$ cat config.mk
export PLATFORM = sky130hd
export DESIGN_NAME = ide_pio_seq
export DESIGN_NICKNAME = d
export VERILOG_FILES = /design/src/rtl/ide_pio_pkg.sv /design/src/rtl/ide_pio_decode.sv /design/src/rtl/ide_pio_timer.sv /design/src/rtl/ide_pio_datapath.sv /design/src/rtl/ide_pio_seq.sv
export SDC_FILE = /design/constraint.sdc
export NUM_CORES = 1
export LEC_CHECK = 0
export ABC_AREA = 1
export CAP_MARGIN = 5
export CORE_ASPECT_RATIO = 1.25
export CORE_MARGIN = 2
export CORE_UTILIZATION = 41
export DETAILED_ROUTE_END_ITERATION = 6
export PLACE_DENSITY = 0.74
export RECOVER_POWER = 50
export SYNTH_ARGS = -nofsm -noshare
export SYNTH_HDL_FRONTEND = slang
export SYNTH_HIERARCHICAL = 1
export SYNTH_SLANG_ARGS = --single-unit
$ cat constraint.sdc
create_clock -name clk -period 3.6 [get_ports clk]
set_input_delay 0.72 -clock clk [delete_from_list [all_inputs] [get_ports clk]]
set_output_delay 0.72 -clock clk [all_outputs]
set_load 0.005 [all_outputs]
$ cat src/rtl/ide_pio_pkg.sv
package ide_pio_pkg;

  typedef enum logic [1:0] {
    SEL_DATA = 2'd0,
    SEL_TASK = 2'd1,
    SEL_CTRL = 2'd2,
    SEL_BOTH = 2'd3
  } reg_sel_e;

  typedef enum logic [1:0] {
    ST_IDLE   = 2'd0,
    ST_SETUP  = 2'd1,
    ST_STROBE = 2'd2,
    ST_HOLD   = 2'd3
  } seq_state_e;

  typedef struct packed {
    logic       ok;
    logic       wide;
    logic       cs0_n;
    logic       cs1_n;
    logic [2:0] addr;
  } bus_sel_t;

  // Round a nanosecond minimum up to whole clock cycles, never below one.
  function automatic int unsigned ns_to_cyc(input int unsigned ns,
                                            input int unsigned period);
    int unsigned c;
    c = (ns + period - 1) / period;
    return (c == 0) ? 1 : c;
  endfunction

endpackage

$ cat src/rtl/ide_pio_decode.sv
module ide_pio_decode
  import ide_pio_pkg::*;
#(
  parameter logic [2:0] CTRL_ADDR = 3'h6
) (
  input  logic [1:0] sel,
  input  logic [2:0] idx,
  output bus_sel_t   dec
);

  always_comb begin
    dec       = '0;
    dec.cs0_n = 1'b1;
    dec.cs1_n = 1'b1;
    unique case (reg_sel_e'(sel))
      SEL_DATA: begin
        dec.ok    = 1'b1;
        dec.wide  = 1'b1;
        dec.cs0_n = 1'b0;
        dec.addr  = 3'd0;
      end
      SEL_TASK: begin
        dec.ok    = (idx != 3'd0);
        dec.cs0_n = ~(idx != 3'd0);
        dec.addr  = idx;
      end
      SEL_CTRL: begin
        dec.ok    = 1'b1;
        dec.cs1_n = 1'b0;
        dec.addr  = CTRL_ADDR;
      end
      default: begin
        dec.ok = 1'b0;
      end
    endcase
  end

endmodule

$ cat src/rtl/ide_pio_timer.sv
module ide_pio_timer #(
  parameter int unsigned CW = 4
) (
  input  logic          clk,
  input  logic          rst,
  input  logic          load,
  input  logic [CW-1:0] load_val,
  output logic          zero
);

  logic [CW-1:0] cnt;

  always_ff @(posedge clk) begin
    if (rst) begin
      cnt <= '0;
    end else if (load) begin
      cnt <= load_val;
    end else if (cnt != '0) begin
      cnt <= cnt - 1'b1;
    end
  end

  assign zero = (cnt == '0);

endmodule

$ cat src/rtl/ide_pio_datapath.sv
module ide_pio_datapath #(
  parameter int unsigned DW = 16
) (
  input  logic          clk,
  input  logic          rst,
  input  logic          load,
  input  logic          load_wide,
  input  logic [DW-1:0] wdata,
  input  logic          oe_set,
  input  logic          oe_clr,
  input  logic          capture,
  input  logic [DW-1:0] d_in,
  output logic [DW-1:0] d_out,
  output logic          oe,
  output logic [DW-1:0] rdata
);

  localparam int unsigned BW = DW / 2;

  logic wide_q;

  always_ff @(posedge clk) begin
    if (rst) begin
      wide_q <= 1'b0;
      d_out  <= '0;
    end else if (load) begin
      wide_q <= load_wide;
      d_out  <= load_wide ? wdata : {{(DW-BW){1'b0}}, wdata[BW-1:0]};
    end
  end

  always_ff @(posedge clk) begin
    if (rst) begin
      oe <= 1'b0;
    end else if (oe_clr) begin
      oe <= 1'b0;
    end else if (oe_set) begin
      oe <= 1'b1;
    end
  end

  always_ff @(posedge clk) begin
    if (rst) begin
      rdata <= '0;
    end else if (capture) begin
      rdata <= wide_q ? d_in : {{(DW-BW){1'b0}}, d_in[BW-1:0]};
    end
  end

endmodule

$ cat src/rtl/ide_pio_seq.sv
module ide_pio_seq
  import ide_pio_pkg::*;
#(
  parameter int unsigned CLK_PERIOD_NS = 20,
  parameter int unsigned ADDR_SETUP_NS = 70,
  parameter int unsigned STROBE_MIN_NS = 165,
  parameter int unsigned HOLD_NS       = 20,
  parameter int unsigned DATA_VALID_NS = 100,
  parameter int unsigned DW            = 16
) (
  input  logic          clk,
  input  logic          rst,
  input  logic          req_valid,
  output logic          req_ready,
  input  logic          req_write,
  input  logic [1:0]    req_sel,
  input  logic [2:0]    req_addr,
  input  logic [DW-1:0] req_wdata,
  output logic          resp_done,
  output logic          resp_err,
  output logic [DW-1:0] resp_rdata,
  output logic          ide_cs0_n,
  output logic          ide_cs1_n,
  output logic [2:0]    ide_addr,
  output logic          ide_rd_n,
  output logic          ide_wr_n,
  input  logic          ide_iordy,
  input  logic [DW-1:0] ide_d_in,
  output logic [DW-1:0] ide_d_out,
  output logic          ide_d_oe
);

  localparam int unsigned SETUP_CYC  = ns_to_cyc(ADDR_SETUP_NS, CLK_PERIOD_NS);
  localparam int unsigned PW_CYC     = ns_to_cyc(STROBE_MIN_NS, CLK_PERIOD_NS);
  localparam int unsigned DV_CYC     = ns_to_cyc(DATA_VALID_NS, CLK_PERIOD_NS);
  localparam int unsigned HOLD_CYC   = ns_to_cyc(HOLD_NS, CLK_PERIOD_NS);
  localparam int unsigned STROBE_CYC = (PW_CYC > DV_CYC) ? PW_CYC : DV_CYC;
  localparam int unsigned MAX_A      = (SETUP_CYC > STROBE_CYC) ? SETUP_CYC : STROBE_CYC;
  localparam int unsigned MAX_CYC    = (MAX_A > HOLD_CYC) ? MAX_A : HOLD_CYC;
  localparam int unsigned CW         = $clog2(MAX_CYC + 1);

  seq_state_e state;
  bus_sel_t   dec;
  logic       tmr_zero, tmr_load;
  logic [CW-1:0] tmr_val;
  logic       write_q, done_q, err_q;
  logic       accept, accept_ok, leave_setup, leave_strobe, leave_hold;

  ide_pio_decode u_decode (
    .sel (req_sel),
    .idx (req_addr),
    .dec (dec)
  );

  assign req_ready    = (state == ST_IDLE) && !done_q;
  assign accept       = req_valid && req_ready;
  assign accept_ok    = accept && dec.ok;
  assign leave_setup  = (state == ST_SETUP)  && tmr_zero;
  assign leave_strobe = (state == ST_STROBE) && tmr_zero && ide_iordy;
  assign leave_hold   = (state == ST_HOLD)   && tmr_zero;

  always_comb begin
    tmr_load = 1'b0;
    tmr_val  = '0;
    if (accept_ok) begin
      tmr_load = 1'b1;
      tmr_val  = CW'(SETUP_CYC - 1);
    end else if (leave_setup) begin
      tmr_load = 1'b1;
      tmr_val  = CW'(STROBE_CYC - 1);
    end else if (leave_strobe) begin
      tmr_load = 1'b1;
      tmr_val  = CW'(HOLD_CYC - 1);
    end
  end

  ide_pio_timer #(.CW(CW)) u_timer (
    .clk      (clk),
    .rst      (rst),
    .load     (tmr_load),
    .load_val (tmr_val),
    .zero     (tmr_zero)
  );

  ide_pio_datapath #(.DW(DW)) u_data (
    .clk       (clk),
    .rst       (rst),
    .load      (accept_ok),
    .load_wide (dec.wide),
    .wdata     (req_wdata),
    .oe_set    (leave_setup && write_q),
    .oe_clr    (leave_hold),
    .capture   (leave_strobe && !write_q),
    .d_in      (ide_d_in),
    .d_out     (ide_d_out),
    .oe        (ide_d_oe),
    .rdata     (resp_rdata)
  );

  always_ff @(posedge clk) begin
    if (rst) begin
      state     <= ST_IDLE;
      ide_cs0_n <= 1'b1;
      ide_cs1_n <= 1'b1;
      ide_addr  <= '0;
      ide_rd_n  <= 1'b1;
      ide_wr_n  <= 1'b1;
      write_q   <= 1'b0;
      done_q    <= 1'b0;
      err_q     <= 1'b0;
    end else begin
      done_q <= 1'b0;
      err_q  <= 1'b0;
      unique case (state)
        ST_IDLE: begin
          if (accept_ok) begin
            ide_cs0_n <= dec.cs0_n;
            ide_cs1_n <= dec.cs1_n;
            ide_addr  <= dec.addr;
            write_q   <= req_write;
            state     <= ST_SETUP;
          end else if (accept) begin
            done_q <= 1'b1;
            err_q  <= 1'b1;
          end
        end
        ST_SETUP: begin
          if (leave_setup) begin
            if (write_q) ide_wr_n <= 1'b0;
            else         ide_rd_n <= 1'b0;
            state <= ST_STROBE;
          end
        end
        ST_STROBE: begin
          if (leave_strobe) begin
            ide_rd_n <= 1'b1;
            ide_wr_n <= 1'b1;
            state    <= ST_HOLD;
          end
        end
        ST_HOLD: begin
          if (leave_hold) begin
            ide_cs0_n <= 1'b1;
            ide_cs1_n <= 1'b1;
            done_q    <= 1'b1;
            state     <= ST_IDLE;
          end
        end
        default: state <= ST_IDLE;
      endcase
    end
  end

  assign resp_done = done_q;
  assign resp_err  = err_q;

  // Length of the current strobe-low run, for the pulse-width check.
  logic [CW+3:0] low_run;
  always_ff @(posedge clk) begin
    if (rst) begin
      low_run <= '0;
    end else if (!ide_rd_n || !ide_wr_n) begin
      if (low_run != '1) low_run <= low_run + 1'b1;
    end else begin
      low_run <= '0;
    end
  end

  AST_CS_EXCLUSIVE: assert property (@(posedge clk) disable iff (rst)
    !(!ide_cs0_n && !ide_cs1_n));
  AST_IDLE_QUIET: assert property (@(posedge clk) disable iff (rst)
    req_ready |-> (ide_cs0_n && ide_cs1_n && ide_rd_n && ide_wr_n && !ide_d_oe));
  AST_STROBE_IN_CS: assert property (@(posedge clk) disable iff (rst)
    (!ide_rd_n || !ide_wr_n) |-> (!ide_cs0_n || !ide_cs1_n));
  AST_ADDR_STABLE: assert property (@(posedge clk) disable iff (rst)
    (!ide_rd_n || !ide_wr_n) |-> ($stable(ide_addr) && $stable(ide_cs0_n) && $stable(ide_cs1_n)));
  AST_MIN_PULSE: assert property (@(posedge clk) disable iff (rst)
    ($rose(ide_rd_n) || $rose(ide_wr_n)) |-> (low_run >= (CW+4)'(STROBE_CYC)));
  AST_HOLD_KEPT: assert property (@(posedge clk) disable iff (rst)
    ($rose(ide_rd_n) || $rose(ide_wr_n)) |-> ((!ide_cs0_n || !ide_cs1_n) && $stable(ide_addr)));
  AST_WAIT_RESPECTED: assert property (@(posedge clk) disable iff (rst)
    ($rose(ide_rd_n) || $rose(ide_wr_n)) |-> $past(ide_iordy));
  AST_DONE_PULSE: assert property (@(posedge clk) disable iff (rst)
    resp_done |=> !resp_done);
  AST_ONE_STROBE: assert property (@(posedge clk) disable iff (rst)
    !(!ide_rd_n && !ide_wr_n));
  AST_OE_NOT_ON_READ: assert property (@(posedge clk) disable iff (rst)
    ide_d_oe |-> ide_rd_n);
  AST_ERR_WITH_DONE: assert property (@(posedge clk) disable iff (rst)
    resp_err |-> resp_done);

endmodule

Word level (Yosys, flattened, before mapping)
Cells that the tools add are included.

word-level totals
  input bits = 42
  logic and storage cells = 90
  register bits = 50
  output and inout bits = 43

cells by class
  add/sub/neg operators = 1
  mux-type cells = 35
  bitwise logic cells = 2
  reductions and logical operators = 27
  eq/ne operators = 11

operator list
  kind                                                 count
  two-way mux 16 bit                                   2
  two-way mux 1 bit                                    16
  two-way mux 4 bit                                    4
  case mux 1 bit (2 select lines)                      7
  != test 2 bit, second input constant                 6
  AND reduction 4 bit                                  3
  logical AND 1 bit                                    9
  two-way mux 2 bit                                    4
  case mux 2 bit (4 select lines)                      1
  equality test 2 bit, second input constant           3
  case mux 3 bit (2 select lines)                      1
  nonzero test 2 bit                                   3
  OR reduction 2 bit                                   3
  equality test 2 x 1 -> 1 bit, second input constant  2
  logical NOT 2 bit                                    2
  logical NOT 4 bit                                    1
  nonzero test 4 bit                                   1
  subtractor 4 x 1 -> 4 bit, second input constant     1
  AND reduction 3 bit                                  1
  nonzero test 3 bit                                   1
  logical NOT 1 bit                                    2
  NOT 1 bit                                            2
  AND reduction 2 bit                                  1

Logic depth before layout (Yosys ltp)
Gate-level depths: netlist (run 1).

  word-level depth = 7
  depth in mapped cells = 12

By module
Netlist (run 1), hierarchy kept.

modules (own cells, without submodules)
  module            cells an instance  instances  area an instance (um^2)  sequential area each (um^2)
  ide_pio_datapath  148                1          1221.2                   680.7
  ide_pio_seq       88                 1          658.1                    240.2
  ide_pio_timer     40                 1          247.7                    80.1
  ide_pio_decode    23                 1          140.1                    0.0

Worst setup path before layout (run 1)
No wires, ideal clock.

  kind = input port to flip-flop
  start point = in req_sel[1]
  end point = reg u_timer.cnt[3]
  required time = 3.489 ns
  stages = 10
  arrival = 2.033 ns
  library setup time = 0.111 ns
  slack = 1.455 ns
  cells stage by stage = inv_1 > ha_1 > nor2_1 > a21oi_2 > nand4_4 > o211ai_1 > inv_2 > or2_0 > nand3_1 > nor2_1

RTL lines
  what                    RTL line             RTL
  start: declaration      ide_pio_seq.sv:16    input logic [1:0] req_sel,
  end signal: assignment  ide_pio_timer.sv:17  cnt <= load_val;
  end signal: assignment  ide_pio_timer.sv:19  cnt <= cnt - 1'b1;
  end: declaration        ide_pio_timer.sv:11  logic [CW-1:0] cnt;

==> results of run 1 <==
placed cells by master (no fill, tap or decap):
cell             count
nor3_1               2
nor2_2               1
buf_4                1
o211ai_1             5
a21oi_2              1
inv_1               22
nand4_1              3
ha_1                11
inv_2                6
clkbuf_8             6
or2_0                1
nand4_4              1
o21ai_1              5
nand2_2              3
clkinv_2             1
nand3_2              3
nand3_1             24
dlygate4sd3_1       43
a21oi_1             29
inv_4                1
nor3_2               1
clkdlybuf4s50_1     41
dfxtp_1             50
nand2_1             57
nor2_1              46
conb_1               1
o21ai_0             16
clkbuf_1             2
per-stage QoR:
step | cells | util | worst slack [ns] | hold slack [ns]
global placement | 439 | 0.581 | 0.593 | 0.451
detailed placement | 439 | 0.581 | 0.480 | 0.455
global route | 447 | 0.597 | 0.436 | 0.494
floorplan | 299 | - | 1.46 | 0.453
finish | 447 | 0.597 | 0.725 | 0.464
CTS | 447 | 0.598 | 0.804 | 0.468
worst paths after layout:
check | from | end | slack, ns | cells past startpoint
worst max register to register | u_timer/cnt[0] | u_timer/cnt[3] | 1.37 | 10
worst max-delay path | req_sel[0] | u_timer/cnt[3] | 0.73 | 11
worst min register to register | u_data/rdata[13] | u_data/rdata[13] | 0.46 | 2
worst min-delay path | u_data/rdata[13] | u_data/rdata[13] | 0.46 | 2
flip-flops by register name (all words and copies together) (netlist names):
register,flops
ide_wr_n,1
resp_done,1
u_data/rdata,16
write_q,1
ide_cs1_n,1
u_data/wide_q,1
resp_err,1
u_timer/cnt,4
state,2
u_data/d_out,16
ide_rd_n,1
ide_addr,3
u_data/oe,1
ide_cs0_n,1
critical path, delay by kind of cell:
kind	cells	cell delay [ns]
buffers and inverters	3	0.71
AND/OR/NAND/NOR	5	0.64
AO/OA/AOI/OAI	2	0.58
adder cells (fa/ha/maj)	1	0.42
cell type report:
cell class                      instances  area, um^2  area share
Multi-Input combinational cell        210        1070       0.333
Clock inverter                          1        5.00     0.00156
Sequential cell                        50        1000       0.313
Tap cell                               64        80.1      0.0250
Clock buffer                            7        86.3      0.0270
Timing Repair Buffer                   86         852       0.266
Inverter                               29         111      0.0348
layer usage:
| layer | share of wire | wire length (um) | up-vias |
|---|---|---|---|
| li1 | - | - | 1136 |
| met3 | 0.079 | 427 | 5 |
| met4 | 0.0098 | 53 | 0 |
| met1 | 0.43 | 2340 | 986 |
| met5 | 0 | 0 | - |
| met2 | 0.48 | 2610 | 69 |
power by group through the flow:
| stage | logic (mW) | registers, mW | clock network (mW) |
|---|---|---|---|
| 6_report | 0.775 | 0.696 | 0.330 |
| 5_1_grt | 0.883 | 0.707 | 0.362 |
| 4_1_cts | 0.806 | 0.699 | 0.337 |
| 3_5_place_dp | 0.800 | 0.711 | 0 |
| 3_3_place_gp | 0.790 | 0.707 | 0 |
| 2_1_floorplan | 0.542 | 0.704 | 0 |
logic make-up after synthesis:
logic type,count (synthesis),share of synthesized area
DFF,50,0.442
AOI/OAI and AO/OA,56,0.132
other,1,0.00165
buffers and inverters,39,0.0866
and+or+nand+nor,142,0.277
adders and majority gates,11,0.0607
==> impl_metrics.csv, run 1 <==
group,metric,value,unit
outcome,status,"completed",
clock_tree,clock_latency,0.30,ns
cells_and_area,antenna_cells,0,
power_and_ir_drop,p_comb_frac,0.430,
worst_setup_path,worstPathCellList,"clkdlybuf4s50_1 > inv_1 > ha_1 > nor2_1 > a21oi_1 > nand4_4 > o211ai_1 > inv_2 > or2_0 > nand3_1 > nor2_1",
clock_tree,tritoncts,"yes",
clock_tree,clk_pin_slew,0.08,ns
sta,fin_crit_sh,0.799,
power_and_ir_drop,power_switching,0.678,mW
logic_synthesis,synth_area_leaders,"dfxtp_1 (44%), nand2_1 (9.4%), nor2_1 (7.6%)",
sta,fmax,0.348,GHz
logic_synthesis,synth_top_area_frac,0.442,
cells_and_area,final_area,3200,um^2
sta,finalSetupTns,0,ns
logic_synthesis,synth.most_common_cell,"nand2_1",
global_routing,grt_first_pass_wirelength,9300,um
power_and_ir_drop,finalPower,1.80,mW
global_routing,grt_overflow,0,
clock_tree,cts_resized,0,
logic_synthesis,synth_top_flop_cell,"dfxtp_1",
worst_setup_path,arrival,3.07,ns
die,core-area,5370,um^2
drt,totalWireLength,5430,um
global_routing,met3_usage,0.0451,
logic_synthesis,netlist.top_cell.by_area,"dfxtp_1",
die,die_h,87.1,um
worst_setup_path,cp.required,3.80,ns
global_routing,track_usage,0.186,
power_and_ir_drop,p_seq_frac,0.386,
die,fp-row-count,30,
logic_synthesis,async_flop_share,0,
power_and_ir_drop,switching_share,0.376,
logic_synthesis,synth_cell_type_count,26,
place,gp_congestion,0.838,
logic_synthesis,ys_seq_area_frac,0.442,
power_and_ir_drop,power_density,562,nW/um^2
cells_and_area,layout-drive-gt1-share,0.0653,
global_routing,use_met2,0.333,
worst_setup_path,setup.worst_path.class,"input pin to flop",
die,initial_core_util,0.422,
worst_setup_path,slowest_delay,0.47,ns
logic_synthesis,synth_warnings,6,
clock_tree,hold_buffers,0,
logic_synthesis,syn_area,2270,um^2
worst_setup_path,start_kind,"input pin",
cells_and_area,nFillCells,512,
sta,finClkSkew,0.00410,ns
die,pin_count,85,
logic_synthesis,synthesis.area_per_instance,7.58,um^2
drt,antenna_left,0,
global_routing,use_met1,0.221,
power_and_ir_drop,ir_worst_vdd,0.356,mV
sta,slew_headroom,0.549,
drt,wire_per_inst,12.1,um
sta,max_slew.worst_pin.slew,0.676,ns
die,dieArea,6140,um^2
clock_tree,numCtsBuffers,5,
run,max_cap_viol_count,0,
place,hpwl,4180,um
logic_synthesis,synthCells,299,
logic_synthesis,synth_edf_count,0,
cells_and_area,final_nets,435,
global_routing,grt_pass1_vias,2143,
global_routing,antenna_found_initial,0,
logic_synthesis,synthTopCellsByCount,"nand2_1 (57), dfxtp_1 (50), nor2_1 (46)",
sta,final-hold-violation-count,0,
drt,first_pass_iters,4,
die,dieWidth,70.5,um
worst_setup_path,cp_slowest_cell,"clkdlybuf4s50_1",
sta,rsz0062_at_grt,"no",
clock_tree,root_buffer,"clkbuf_8",
sta,setup_viol,0,
logic_synthesis,synth-seq-cells,50,
worst_setup_path,crit_fanout,11,
global_routing,top_usage_layer,"met2",
power_and_ir_drop,power_leakage,1.43,nW
place,dpl_cell_area,3120,um^2
clock_tree,clock_sinks,50,
worst_setup_path,crit_top_cell,"nor2_1",
power_and_ir_drop,p_int,1.12,mW
sta,fin_crit,2.87,ns
global_routing,grt_max_degree,25,
drt,route.vias.total,2196,
clock_tree,htree_num_levels,2,
place,io_buffers,84,
drt,drcViolationCount,0,
power_and_ir_drop,clockPowerShare,0.183,
worst_setup_path,endpoint_kind,"flop",
logic_synthesis,syn-num-nets,352,
drt,drt_iter0_drc,122,
cells_and_area,area_growth,41.2,%
sta,slew_violations,0,
min_path,hold_class,"flop to flop",
clock_tree,post-cts-setup-buffers,0,
drt,vias_per_cell,4.91,
clock_tree,clock_path_buffers,2,
Power figures use the tool's default switching activity.
==> run 2, diff against run 1 <==
Clock period 3.6 ns to 2.7 ns, I/O delays scaled along.
==> run 2 against run 1 <==
  * Clock power is 60% higher
  * Final area is 1.4% higher
  * Global-route usage is 0.36 points higher
  * Highest routed layer unchanged
  * Critical endpoint unchanged
  * Largest cell class unchanged
  * Register-to-register slack lost 0.88 ns
  * Critical path depth unchanged
==> impl_metrics.csv, run 2 (synthesis results as in run 1) <==
group,metric,value,unit
cells_and_area,final_area,3250,um^2
sta,final-hold-violation-count,0,
die,pin_count,85,
clock_tree,clock_latency,0.30,ns
cells_and_area,nFillCells,520,
worst_setup_path,worstPathCellList,"dlygate4sd3_1 > inv_1 > ha_1 > nor2_1 > a21oi_2 > nand4_4 > o211ai_1 > inv_2 > or2_0 > nand3_1 > nor2_1",
worst_setup_path,crit_fanout,8,
place,gp_congestion,0.820,
cells_and_area,fin_cells,450,
clock_tree,clock_path_buffers,2,
sta,setup_viol,0,
global_routing,grt_max_degree,22,
global_routing,track_usage,0.190,
drt,antenna_left,0,
die,dieArea,6140,um^2
clock_tree,htree_num_levels,2,
worst_setup_path,arrival,2.58,ns
worst_setup_path,setup.worst_path.class,"input pin to flop",
clock_tree,hold_buffers,0,
place,placedCellCount,442,
drt,wire_per_inst,12.4,um
power_and_ir_drop,power_leakage,1.46,nW
min_path,hold_class,"flop to flop",
clock_tree,numCtsBuffers,5,
drt,drcViolationCount,0,
clock_tree,post-cts-setup-buffers,0,
global_routing,antenna_found_initial,0,
drt,drt_iter0_drc,135,
power_and_ir_drop,power_density,772,nW/um^2
sta,fin_crit_sh,0.883,
worst_setup_path,endpoint_kind,"flop",
place,hpwl,4260,um
worst_setup_path,start_kind,"input pin",
cells_and_area,final_common_cell,"nand2_1",
clock_tree,cts_resized,0,
sta,fmax,0.419,GHz
clock_tree,tritoncts,"yes",
drt,first_pass_iters,4,
clock_tree,root_buffer,"clkbuf_8",
cells_and_area,area_growth,43.3,%
worst_setup_path,cp.required,2.90,ns
clock_tree,clk_pin_slew,0.09,ns
power_and_ir_drop,ir_worst_vdd,0.414,mV
place,dpl_cell_area,3140,um^2
drt,route.vias.total,2254,
worst_setup_path,slowest_delay,0.59,ns
cells_and_area,layout-drive-gt1-share,0.0777,
sta,fin_crit,2.38,ns
global_routing,grt_overflow,0,
die,dieWidth,70.5,um
sta,slew_violations,0,
outcome,status,"completed",
sta,finalSetupTns,0,ns
clock_tree,clock_sinks,50,
global_routing,grt_first_pass_wirelength,9460,um
cells_and_area,final_cell_mix,"nand2_1 (57), dfxtp_1 (50), nor2_1 (46)",
die,core-area,5370,um^2
die,fp-row-count,30,
cells_and_area,largestRegisters,"u_data/d_out: 16 flops, u_data/rdata: 16 flops, u_timer/cnt: 4 flops",
cells_and_area,antenna_cells,0,
die,initial_core_util,0.422,
worst_setup_path,crit_top_cell,"nor2_1",
global_routing,grt_pass1_vias,2187,
die,die_h,87.1,um
worst_setup_path,cp_slowest_cell,"dlygate4sd3_1",
sta,rsz0062_at_grt,"no",
run,max_cap_viol_count,0,
cells_and_area,final_nets,438,
drt,vias_per_cell,5.01,
sta,finClkSkew,0.00871,ns
place,io_buffers,84,
drt,totalWireLength,5570,um
-- run 2: cell count changes in the layout (fill, tap and decap cells not counted), sizes merged --
cell and change:
bufinv +1, clkbuf -3, buf +4, inv +1
-- run 2: layout make-up --
| type | count | area, um^2 | share of cell area |
|---|---|---|---|
| clock buffers | 5 | 68.8 | 0.0212 |
| clock inverters | 3 | 43.8 | 0.0135 |
| inverters | 29 | 111 | 0.0343 |
| multi-input cells | 210 | 1060 | 0.328 |
| flip-flops and latches | 50 | 1000 | 0.308 |
| well taps | 64 | 80.1 | 0.0247 |
| repair buffers | 89 | 878 | 0.270 |
-- run 2: worst paths after layout --
check,startpoint,end,slack (ns),depth (start not counted)
min,u_data/d_out[11],u_data/d_out[11],0.47,2
min reg2reg,u_data/d_out[11],u_data/d_out[11],0.47,2
max reg2reg,u_timer/cnt[0],u_timer/cnt[3],0.49,10
max,req_sel[0],u_timer/cnt[3],0.32,11
-- run 2: worst max-delay path, delay by kind of cell --
family                   cells  cell delay (ns)
AND/OR/NAND/NOR              5             0.60
AO/OA/AOI/OAI                2             0.46
buffers and inverters        3             0.82
adder cells (fa/ha/maj)      1             0.17
-- run 2: metrics by stage --
step	util	total power, mW	hold WS [ns]	setup slack [ns]
detailed placement	0.585	2.03	0.454	0.100
finish	0.605	2.51	0.466	0.316
CTS	0.606	2.56	0.469	0.374
floorplan	-	1.66	0.453	0.735
global route	0.605	2.72	0.485	0.128
global placement	0.585	2.01	0.451	0.192
-- run 2: per-layer routing --
metal / wire length (um) / GRT usage / up-vias
li1: - / - / 1142
met1: 2290 / 0.214 / 1014
met2: 2700 / 0.350 / 87
met3: 476 / 0.0417 / 11
met4: 97 / 0.0682 / 0
met5: 0 / 0 / -
-- run 2: power by group --
group | switching (mW) | total [mW] | internal [mW] | leakage [nW]
Combinational | 0.613 | 1.05 | 0.441 | 0.997
Clock | 0.252 | 0.529 | 0.278 | 0.0585
Sequential | 0.0680 | 0.924 | 0.856 | 0.407
Total | 0.932 | 2.51 | 1.57 | 1.46
